===== src/rtl/sio_key_pkg.sv =====
package sio_key_pkg;
  typedef enum logic [1:0] {
    KS_IDLE    = 2'd0,
    KS_ARMED   = 2'd1,
    KS_OPEN    = 2'd2,
    KS_CLOSING = 2'd3
  } key_state_e;

  function automatic logic state_is_open(key_state_e s);
    return (s == KS_OPEN) || (s == KS_CLOSING);
  endfunction
endpackage


===== src/rtl/sio_port_decode.sv =====
module sio_port_decode #(
  parameter int ADDR_W = 16,
  parameter int NUM_DLY = 2,
  parameter logic [ADDR_W-1:0] CFG_ADDR = 16'h004E,
  parameter logic [ADDR_W-1:0] DAT_ADDR = 16'h004F,
  parameter logic [NUM_DLY*ADDR_W-1:0] DLY_ADDRS = {16'h00ED, 16'h0080}
) (
  input  logic              dec_en,
  input  logic [ADDR_W-1:0] addr,
  input  logic              wr,
  input  logic              rd,
  output logic              hit_cfg,
  output logic              hit_dat,
  output logic              hit_dly,
  output logic              claim
);
  logic [NUM_DLY-1:0] dly_match;

  generate
    for (genvar i = 0; i < NUM_DLY; i++) begin : g_dly
      assign dly_match[i] = (addr == DLY_ADDRS[i*ADDR_W +: ADDR_W]);
    end
  endgenerate

  assign hit_cfg = dec_en && (addr == CFG_ADDR) && (wr || rd);
  assign hit_dat = dec_en && (addr == DAT_ADDR) && (wr || rd);
  assign hit_dly = wr && (|dly_match);
  assign claim   = hit_cfg || hit_dat || hit_dly;
endmodule


===== src/rtl/sio_key_fsm.sv =====
module sio_key_fsm
  import sio_key_pkg::*;
#(
  parameter int DATA_W = 8,
  parameter logic [DATA_W-1:0] KEY_ARM   = 8'h80,
  parameter logic [DATA_W-1:0] KEY_OPEN  = 8'h86,
  parameter logic [DATA_W-1:0] KEY_CLOSE = 8'h68,
  parameter logic [DATA_W-1:0] KEY_LOCK  = 8'h08
) (
  input  logic              clk,
  input  logic              rst_n,
  input  logic              wr_stb,
  input  logic [DATA_W-1:0] wbyte,
  output key_state_e        state,
  output logic [DATA_W-1:0] last_byte,
  output logic              active
);
  key_state_e nxt;

  always_comb begin
    nxt = state;
    unique case (state)
      KS_IDLE:    nxt = (wbyte == KEY_ARM) ? KS_ARMED : KS_IDLE;
      KS_ARMED:   nxt = (wbyte == KEY_OPEN) ? KS_OPEN :
                        (wbyte == KEY_ARM)  ? KS_ARMED : KS_IDLE;
      KS_OPEN:    nxt = (wbyte == KEY_CLOSE) ? KS_CLOSING : KS_OPEN;
      KS_CLOSING: nxt = (wbyte == KEY_LOCK)  ? KS_IDLE :
                        (wbyte == KEY_CLOSE) ? KS_CLOSING : KS_OPEN;
      default:    nxt = KS_IDLE;
    endcase
  end

  always_ff @(posedge clk) begin
    if (!rst_n) begin
      state     <= KS_IDLE;
      last_byte <= '0;
      active    <= 1'b0;
    end else if (wr_stb) begin
      state     <= nxt;
      last_byte <= wbyte;
      active    <= state_is_open(nxt);
    end
  end


  state_hold_chk: assert property (@(posedge clk) disable iff (!rst_n)
    !wr_stb |=> $stable(state) && $stable(last_byte));

  open_key_chk: assert property (@(posedge clk) disable iff (!rst_n)
    $rose(active) |-> $past(wr_stb && wbyte == KEY_OPEN));

  lock_key_chk: assert property (@(posedge clk) disable iff (!rst_n)
    $fell(active) |-> $past(wr_stb && wbyte == KEY_LOCK));
endmodule


===== src/rtl/sio_out_slot.sv =====
module sio_out_slot #(
  parameter int DATA_W = 8
) (
  input  logic              clk,
  input  logic              rst_n,
  input  logic              push,
  input  logic [DATA_W-1:0] push_idx,
  input  logic [DATA_W-1:0] push_dat,
  input  logic              ready,
  output logic              valid,
  output logic [DATA_W-1:0] idx,
  output logic [DATA_W-1:0] dat
);
  logic room;
  assign room = !valid || ready;

  always_ff @(posedge clk) begin
    if (!rst_n) begin
      valid <= 1'b0;
      idx   <= '0;
      dat   <= '0;
    end else if (push && room) begin
      valid <= 1'b1;
      idx   <= push_idx;
      dat   <= push_dat;
    end else if (ready) begin
      valid <= 1'b0;
    end
  end


  slot_hold_chk: assert property (@(posedge clk) disable iff (!rst_n)
    valid && !ready |=> valid && $stable(idx) && $stable(dat));
endmodule


===== src/rtl/sio_cfg_gate.sv =====
module sio_cfg_gate
  import sio_key_pkg::*;
#(
  parameter int ADDR_W = 16,
  parameter int DATA_W = 8,
  parameter logic [ADDR_W-1:0] CFG_ADDR = 16'h004E,
  parameter logic [ADDR_W-1:0] DAT_ADDR = 16'h004F
) (
  input  logic              clk,
  input  logic              rst_n,
  input  logic              sio_decode_en,
  input  logic [ADDR_W-1:0] io_addr,
  input  logic              io_wr,
  input  logic              io_rd,
  input  logic [DATA_W-1:0] io_wdata,
  output logic [DATA_W-1:0] io_rdata,
  output logic              io_claim,
  output logic              cfg_active,
  output logic              cfg_valid,
  input  logic              cfg_ready,
  output logic [DATA_W-1:0] cfg_index,
  output logic [DATA_W-1:0] cfg_data
);
  localparam logic [DATA_W-1:0] DAT_READ_VAL = '1;

  logic hit_cfg, hit_dat, hit_dly;
  logic cfg_wr, dat_wr, dat_acc;
  key_state_e        state;
  logic [DATA_W-1:0] last_byte;

  sio_port_decode #(
    .ADDR_W(ADDR_W), .NUM_DLY(2),
    .CFG_ADDR(CFG_ADDR), .DAT_ADDR(DAT_ADDR),
    .DLY_ADDRS({16'h00ED, 16'h0080})
  ) u_dec (
    .dec_en(sio_decode_en), .addr(io_addr), .wr(io_wr), .rd(io_rd),
    .hit_cfg(hit_cfg), .hit_dat(hit_dat), .hit_dly(hit_dly), .claim(io_claim)
  );

  assign cfg_wr  = hit_cfg && io_wr;
  assign dat_wr  = hit_dat && io_wr;
  assign dat_acc = dat_wr && state_is_open(state);

  sio_key_fsm #(.DATA_W(DATA_W)) u_fsm (
    .clk(clk), .rst_n(rst_n), .wr_stb(cfg_wr), .wbyte(io_wdata),
    .state(state), .last_byte(last_byte), .active(cfg_active)
  );

  sio_out_slot #(.DATA_W(DATA_W)) u_slot (
    .clk(clk), .rst_n(rst_n), .push(dat_acc),
    .push_idx(last_byte), .push_dat(io_wdata), .ready(cfg_ready),
    .valid(cfg_valid), .idx(cfg_index), .dat(cfg_data)
  );

  always_comb begin
    io_rdata = '0;
    if (io_rd && hit_cfg)      io_rdata = last_byte;
    else if (io_rd && hit_dat) io_rdata = DAT_READ_VAL;
  end


  accept_gate_chk: assert property (@(posedge clk) disable iff (!rst_n)
    $rose(cfg_valid) |-> $past(cfg_active));

  delay_inert_chk: assert property (@(posedge clk) disable iff (!rst_n)
    (hit_dly && !hit_cfg && !hit_dat) |=> $stable(cfg_active));
endmodule


===== config.mk =====
export PLATFORM = sky130hd
export DESIGN_NAME = sio_cfg_gate
export DESIGN_NICKNAME = d
export VERILOG_FILES = /design/src/rtl/sio_key_pkg.sv /design/src/rtl/sio_port_decode.sv /design/src/rtl/sio_key_fsm.sv /design/src/rtl/sio_out_slot.sv /design/src/rtl/sio_cfg_gate.sv
export SDC_FILE = /design/constraint.sdc
export NUM_CORES = 1
export LEC_CHECK = 0
export CELL_PAD_IN_SITES_DETAIL_PLACEMENT = 0
export CELL_PAD_IN_SITES_GLOBAL_PLACEMENT = 1
export CORE_MARGIN = 1.5
export CORE_UTILIZATION = 40
export CTS_CLUSTER_DIAMETER = 50
export DETAILED_ROUTE_END_ITERATION = 12
export DONT_BUFFER_PORTS = 1
export GPL_TIMING_DRIVEN = 1
export HOLD_SLACK_MARGIN = 0.1
export PLACE_DENSITY_LB_ADDON = 0.1
export SLEW_MARGIN = 20
export SYNTH_ARGS = -nofsm -noshare
export SYNTH_HDL_FRONTEND = slang
export SYNTH_HIERARCHICAL = 1
export SYNTH_SLANG_ARGS = --single-unit

===== constraint.sdc =====
create_clock -name clk -period 2.8 [get_ports clk]
set_clock_uncertainty 0.2 [all_clocks]
set_input_delay 0.28 -clock clk [delete_from_list [all_inputs] [get_ports clk]]
set_output_delay 0.28 -clock clk [all_outputs]
set_load 0.01 [all_outputs]

# --- Word-level counts from Yosys, hierarchy flattened ---
# Cells that the tools add are included.
word_totals:
  reg_bits: 28
  inputBits: 30
  wordCells: 49
classes:
  eq_ne: 13
  muxes: 9
  reduce_logical: 21
ops:
  columns: ["op", "count"]
  rows:
  - ["16-bit by 7-bit equality test with 1-bit output (second input constant)", 2]
  - ["16-bit by 8-bit equality test with 1-bit output (second input constant)", 2]
  - ["8-bit equality test (second input constant)", 2]
  - ["8-bit 2-to-1 mux", 2]
  - ["1-bit logical AND", 11]
  - ["2-bit equality test (second input constant)", 4]
  - ["8-bit by 4-bit equality test with 1-bit output (second input constant)", 1]
  - ["8-bit by 7-bit equality test with 1-bit output (second input constant)", 1]
  - ["2-bit one-hot mux with 4 select lines", 1]
  - ["1-bit logical OR", 6]
  - ["1-bit 2-to-1 mux", 4]
  - ["2-bit 2-to-1 mux", 2]
  - ["2-bit by 1-bit equality test with 1-bit output (second input constant)", 1]
  - ["2-bit logical NOT", 1]
  - ["2-bit nonzero test", 1]
  - ["2-bit OR reduction", 1]
  - ["1-bit logical NOT", 1]

# --- Logic depth before layout (Yosys ltp) ---
# Gate-level depths: netlist of run 1.
depth:
  word_depth: 7
  depth_mapped: 9
  mapped_depth_nobuf: 8

# --- Modules after synthesis ---
# Netlist of run 1, hierarchy kept.
modules_own_cells:
  columns: ["mod", "n_inst", "cells_each", "area_each_um2", "seq_area_each_um2"]
  rows:
  - ["sio_out_slot", 1, 74, 701.9, 340.3]
  - ["sio_key_fsm", 1, 47, 514.2, 220.2]
  - ["sio_cfg_gate", 1, 20, 158.9, 0.0]
  - ["sio_port_decode", 1, 17, 88.8, 0.0]

# --- Least setup slack after synthesis of run 1 ---
# No wires, ideal clock.
synth_timing:
  path_kind: "input to register"
  from: "in io_addr[11]"
  to: "reg u_fsm.active"
  setup_ns: 0.130
  t_arrival_ns: 2.102
  required_time_ns: 2.470
  path_slack_ns: 0.368
  path_stages: 8
  path_buffers: 1
  cell_sequence: "nor4_1 > nand3_1 > nor3_1 > buf_6 > and2_2 > or4b_4 > o41ai_4 > a211oi_1"
synth_via:
  elab_chain_len: 4
synth_rtl:
  columns: ["element", "line", "rtl"]
  rows:
  - ["from (decl)", "sio_cfg_gate.sv:12", "input logic [ADDR_W-1:0] io_addr,"]
  - ["16-bit by 7-bit equality test with 1-bit output", "sio_port_decode.sv:25", "assign hit_cfg = dec_en && (addr == CFG_ADDR) && (wr || rd);"]
  - ["1-bit logical AND (2 in a row)", "sio_port_decode.sv:25", null]
  - ["named net hit_cfg", "sio_cfg_gate.sv:26", "logic hit_cfg, hit_dat, hit_dly;"]
  - ["1-bit logical AND", "sio_cfg_gate.sv:40", "assign cfg_wr = hit_cfg && io_wr;"]
  - ["named net cfg_wr", "sio_cfg_gate.sv:27", "logic cfg_wr, dat_wr, dat_acc;"]
  - ["to (signal assigned)", "sio_key_fsm.sv:41", "active <= state_is_open(nxt);"]
  - ["to (decl)", "sio_key_fsm.sv:16", "output logic active"]
# The timed path passes the listed nets, and every way through them passes these cells.
# A chain may end at the register's enable or synchronous reset.

# --- Worst setup path after layout of run 1 ---
# Same ends and word-level chain as after synthesis.

==> summary.md, run 1 <==
| Metric | Value |
|---|---|
| Combined flip-flop and latch cell area | `between 500 and 600 um2` |
| Effective utilization at floorplan | `0.4275` |
| Final total power | `0.0006116 W` |
| Area of the die | `slightly above 0.004 mm2` |
| Clock sink total | `28` |
| CTS tree | `built` |
| Via-to-Cell Ratio | `5.252` |
| Delay contributed by the slowest stage of the critical path | `just over 600 ps` |
| Clock insertion delay at the later pin of the skew report | `320 ps` |
| Ratio of cells with drive above 1 in the final layout | `0.1279` |
| Min-Delay Startpoint | `io_wdata[3]` |
| Post-synth net total | `187` |
| Peak supply drop | `0.1848 mV` |
| Clock root buffer master | `clkbuf_4` |
| Post-CTS Repair Setup Buffers | `0` |
| Ant diodes | `0` |
| Number of warning messages in the yosys log | `6` |
| Post-DR wirelength/cell | `15.67 um` |
| Syn_area_per_cell | `9.300 um2` |
| Relative area change from synthesis to final layout | `14.74%` |
| Sum of negative setup slack | `0 ps` |
| Pin count of the biggest net entering global routing | `45` |
| Vias after detailed routing | `1145` |
| H-Tree Depth | `1` |
| Clock edge transition at the registers on the reported setup and hold paths | `150 ps` |
| Required time of the critical path | `2830 ps` |
| Highest Clock Rate | `392.7 MHz` |
| Global Route Usage Sum | `0.1794` |
| Startpoint of the most critical register-to-register path | `u_fsm/state[1]` |
| Initial antenna violation count | `0` |
| Cell area after synthesis | `about 0.0015 mm2` |
| Arrival time at the worst endpoint | `2570 ps` |
| Hold Fails Final Rpt | `0` |
| Antenna-violating nets left | `0` |
| Chip height | `63.42 um` |
| Number of fill cells | `343` |
| Worst Path Class, Setup | `primary input to flip-flop` |
| DRT Wirelength | `3416 um` |
| Worst hold slack after final layout | `114.8 ps` |
| Row count | `21` |
| Via count of the first global-routing pass | `1179` |
| Max-slew violation count | `0` |
| Instance area after placement | `0.001463 mm2` |
| Number of buffers added on ports | `0` |
| Worst Max-Slew Pin Slew | `slightly above 400 ps` |
| Final design area excluding fillers | `0.001675 mm2` |
| Cts bufs inserted | `3` |
| First DRT Iteration DRCs | `42` |
| Critical-path cell with the highest stage delay | `dlygate4sd3_1` |
| Net count, final | `just over 200` |
| Drt drc | `0` |
| IO Count | `57` |
| Crit start category | `primary input` |
| First-pass GRT wire length | `5651 um` |
| Cell-by-cell trace of the critical path | `nor4_1, nand3_1, nor3_1, and2_2, or4b_4, o41ai_4, dlygate4sd3_1, a211oi_1` |
| Outcome | `finished, final reports clean` |
| Synthesized instance count | `between 150 and 200` |
| Reported max-cap violation count | `0` |
| Setup violation total in the final timing report | `0` |
| Post-layout minimum cycle time | `2546 ps` |
| Crit path capture type | `flip-flop` |
| Peak fanout along the critical path | `3` |
| Total area of multi-input combinational cells | `around 810 um2` |
| Core area | `around 0.0034 mm2` |
| RePlAce Congestion | `between 0.7 and 0.8` |
| Die X | `63.42 um` |
| Period utilisation layout | `0.9094` |
| Worst slew margin relative to its limit | `0.7247` |
| Worst hold path type | `primary input to flip-flop` |
| Startpoint of the worst setup timing path | `io_addr[11]` |
| Static Leak | `about 0.53 nW` |
| RSZ-0062 raised after global routing | `no` |
| Power per unit of standard cell area | `365.1 mW/mm2` |
| Count of TritonRoute iterations in the first routing pass | `4` |
| Sum of overflow across all layers after global routing | `0` |
| Number of buffers between clock root and the deepest sink | `2` |
| Half-perimeter wire length of the detailed placement result | `2306 um` |
## critical path: cells and delay by family
kind                   cells  cell delay, ps
AO/OA/AOI/OAI              2             340
buffers and inverters      1             610
AND/OR/NAND/NOR            5            1340
## registers in the layout, indices dropped and copies added, names as in the netlist
register and flops:
u_fsm/active 1, u_fsm/last_byte 8, u_fsm/state 2, u_slot/dat 8, u_slot/idx 8, u_slot/valid 1
## cell type report
cell class / instances / area share
clock buffer: 3 / 0.01344
timing repair buffer: 21 / 0.1270
multi-input combinational: 118 / 0.4862
sequential: 28 / 0.3346
tap: 46 / 0.03435
inverter: 2 / 0.004481
## report_power, final
group          total [W]  internal, W   switching [W]  leakage (nW)
Combinational  0.0000466    0.0000265       0.0000201         0.292
Sequential      0.000399     0.000399  0.000000000408         0.225
Clock           0.000166    0.0000504        0.000116        0.0138
Total           0.000612     0.000476        0.000136         0.531
## repair_timing
action                                  CTS  global route
hold endpoints to repair                 28             0
hold buffers                             18             0
gates resized for setup                   0             1
endpoints found under the setup margin    0             2
## cell usage in the layout, fill, tap and decap left out, types with 2 or more instances in the layout
cell and instances:
nor4_1 2, nor2_1 4, inv_1 2, nor2b_2 2, mux2i_1 24, a21boi_2 8, dlygate4sd3_1 17, nor2b_1 8
nand2_1 43, nor3_1 5, dfxtp_1 28, buf_4 3, nand3_1 2, clkbuf_4 3
## path summary, 6_finish.rpt
path               endpoint  cells past startpoint  slack, ps
max            u_fsm/active                      8        250
min          u_fsm/state[0]                      3        110
max reg2reg   u_slot/dat[7]                      5        680
min reg2reg   u_slot/idx[7]                      2        290
## routing by layer
layer	part of all wire	track usage
met3	0.058	0.03750
met4	0.0041	0.04076
met5	0	0
met1	0.48	0.2369
met2	0.46	0.3000
## stage by stage
step | worst slack [ps] | utilization | std cells
6_report | 253.6 | 0.4905 | 218
5_1_grt | 41.00 | 0.4905 | 218
4_1_cts | 281.4 | 0.4905 | 218
3_5_place_dp | 442.3 | 0.4282 | 197
3_3_place_gp | 500.6 | 0.4282 | 197
2_1_floorplan | 385.1 | - | 157
Power figures use the tool's default switching activity.
==> run 2, diff against run 1 <==
- CORE_ASPECT_RATIO: unset -> 1.4
- REMOVE_ABC_BUFFERS: unset -> 1
==> run 2 against run 1 <==
- critical path depth unchanged
- via count down 4.2%
- clock-buffer cell count up 1
- register-to-register slack better by 540 ps
- design area down 2.8%
- routed wire length down 3.8%
- setup slack better by 410 ps
- sequential share of layout area up 0.98 points
- hold slack better by 0.80 ps
- core utilization down 1.7 points
- critical path type unchanged
- critical endpoint unchanged
- largest power group unchanged
==> summary.md, run 2 (synthesized netlist as in run 1, its figures left out) <==
| Metric | Value |
|---|---|
| Endpoint of the most critical register-to-register path | `u_slot/valid` |
| Post-CTS Repair Setup Buffers | `0` |
| CTS tree | `built` |
| H-Tree Depth | `1` |
| Regs by FF count | `u_fsm/last_byte x8, u_slot/dat x8, u_slot/idx x8` |
| Core area | `0.003441 mm2` |
| Die X | `54.06 um` |
| Post-CTS Hold Fix Bufs | `10` |
| Vias after detailed routing | `about 1100` |
| Crit path capture type | `flip-flop` |
| Antenna-violating nets left | `0` |
| Number of fill cells | `approximately 360` |
| Pin count of the biggest net entering global routing | `44` |
| Row count | `25` |
| Total area of multi-input combinational cells | `between 800 and 900 um2` |
| Combined flip-flop and latch cell area | `about 560 um2` |
| Final total power | `0.0006905 W` |
| Startpoint of the most critical register-to-register path | `u_fsm/state[1]` |
| Clock root buffer master | `clkbuf_8` |
| Ratio of cells with drive above 1 in the final layout | `0.1446` |
| Worst slew margin relative to its limit | `0.7345` |
| Count of TritonRoute iterations in the first routing pass | `2` |
| Area of the die | `0.004027 mm2` |
| Effective utilization at floorplan | `0.4244` |
| Arrival time at the worst endpoint | `2090 ps` |
| Peak fanout along the critical path | `3` |
| Period utilisation layout | `0.7630` |
| Via count of the first global-routing pass | `1174` |
| Worst Max-Slew Pin Slew | `approximately 400 ps` |
| Half-perimeter wire length of the detailed placement result | `2260 um` |
| Max-slew violation count | `0` |
| Final design area excluding fillers | `0.001628 mm2` |
| Ant diodes | `0` |
| Outcome | `finished, final reports clean` |
| Cts bufs inserted | `3` |
| Sum of negative setup slack | `0 ps` |
| Crit start category | `primary input` |
| Clock insertion delay at the later pin of the skew report | `280 ps` |
| Clock sink total | `28` |
| Relative area change from synthesis to final layout | `11.48%` |
| IO Count | `57` |
| Peak supply drop | `0.2998 mV` |
| Highest Clock Rate | `about 470 MHz` |
| Uppermost metal layer occupied by signal nets | `met4` |
| Post-DR wirelength/cell | `roughly 16 um` |
| Commonest non-fill, non-tap cell in the layout | `nand2_1` |
| DRT Wirelength | `3287 um` |
| Routed length on met1 | `around 1400 um` |
| Worst Path Class, Setup | `primary input to flip-flop` |
| Logic depth of the worst register-to-register path | `3` |
| Sum of overflow across all layers after global routing | `0` |
| Most frequent cells in the layout | `nand2_1, dfxtp_1, mux2i_1` |
| Chip height | `74.49 um` |
| Initial antenna violation count | `0` |
| Power per unit of standard cell area | `424.2 mW/mm2` |
| First DRT Iteration DRCs | `8` |
| Min-Delay Startpoint | `rst_n` |
| Instance area after placement | `around 0.0015 mm2` |
| Quantity of gates resized following cts | `0` |
| Worst hold path type | `primary input to flip-flop` |
| Post-layout minimum cycle time | `about 2100 ps` |
| Hold Fails Final Rpt | `0` |
| RePlAce Congestion | `0.7818` |
| Total length of routed met3 wires | `around 250 um` |
| Drt drc | `0` |
| Global Route Usage Sum | `0.1827` |
| Number of buffers added on ports | `0` |
| Clock edge transition at the registers on the reported setup and hold paths | `90 ps` |
| Net count, final | `between 150 and 200` |
| WHS Path Cells | `3` |
| Setup violation total in the final timing report | `0` |
| Setup slack of the most critical reg-to-reg path | `1220 ps` |
| Number of buffers between clock root and the deepest sink | `2` |
| Static Leak | `approximately 0.51 nW` |
| DR WL met2 | `~1600 um` |
| End point of the most critical hold path | `u_fsm/state[1]` |
| Required time of the critical path | `2760 ps` |
| Reported max-cap violation count | `0` |
| RSZ-0062 raised after global routing | `no` |
| First-pass GRT wire length | `5326 um` |
| Via-to-Cell Ratio | `about 5.3` |
[run 2: cell count changes in the layout (fill, tap and decap cells not counted), sizes merged]
cell         previous run  this run
buf                     4         5
clkbuf                  3         4
dlygate4sd3            17         9
[run 2: power by group]
| group | internal, W | leakage (nW) | switching [W] |
|---|---|---|---|
| registers | 0.000398 | 0.225 | 0.000000000393 |
| clock network | 0.000126 | 0.0288 | 0.000127 |
| logic | 0.0000220 | 0.258 | 0.0000181 |
[run 2: metrics by stage]
stage / hold WS (ps) / std cells / util / setup slack [ps]
floorplan: 194.4 / 148 / - / -107.9
global placement: 202.4 / 192 / 0.4251 / 471.0
detailed placement: 208.3 / 192 / 0.4251 / 394.2
CTS: 106.4 / 206 / 0.4731 / 678.0
global route: 116.3 / 206 / 0.4731 / 429.6
finish: 115.6 / 206 / 0.4731 / 663.6
[run 2: cell type report]
| cell class | instances | area share |
|---|---|---|
| inverters | 2 | 0.004612 |
| well taps | 40 | 0.03075 |
| flip-flops and latches | 28 | 0.3444 |
| multi-input cells | 118 | 0.5004 |
| repair buffers | 14 | 0.08609 |
| clock buffers | 4 | 0.03382 |
[run 2: metal layers]
layer	up-vias	GRT usage
met5	-	0
met4	0	0.07500
met3	4	0.04618
met2	34	0.3022
met1	503	0.2225
li1	556	-
[run 2: critical path, stage by stage]
cell and delay, ps:
nand3_1 80, nor4_1 250, o21ai_0 190, nor3_1 210, and2_2 190, or4b_4 480
o41ai_4 320, a211oi_1 90
[run 2: worst max-delay path by stage]
| stage | from | slack [ps] | to |
|---|---|---|---|
| final | io_addr[3] | 660 | u_fsm/active |
| after global routing | io_addr[3] | 430 | u_fsm/state[1] |
| after CTS | io_addr[3] | 680 | u_fsm/active |
| after detailed placement | io_addr[3] | 390 | u_fsm/active |
| after global placement | io_addr[11] | 470 | u_fsm/active |
| after floorplan | io_addr[3] | -110 | u_fsm/active |
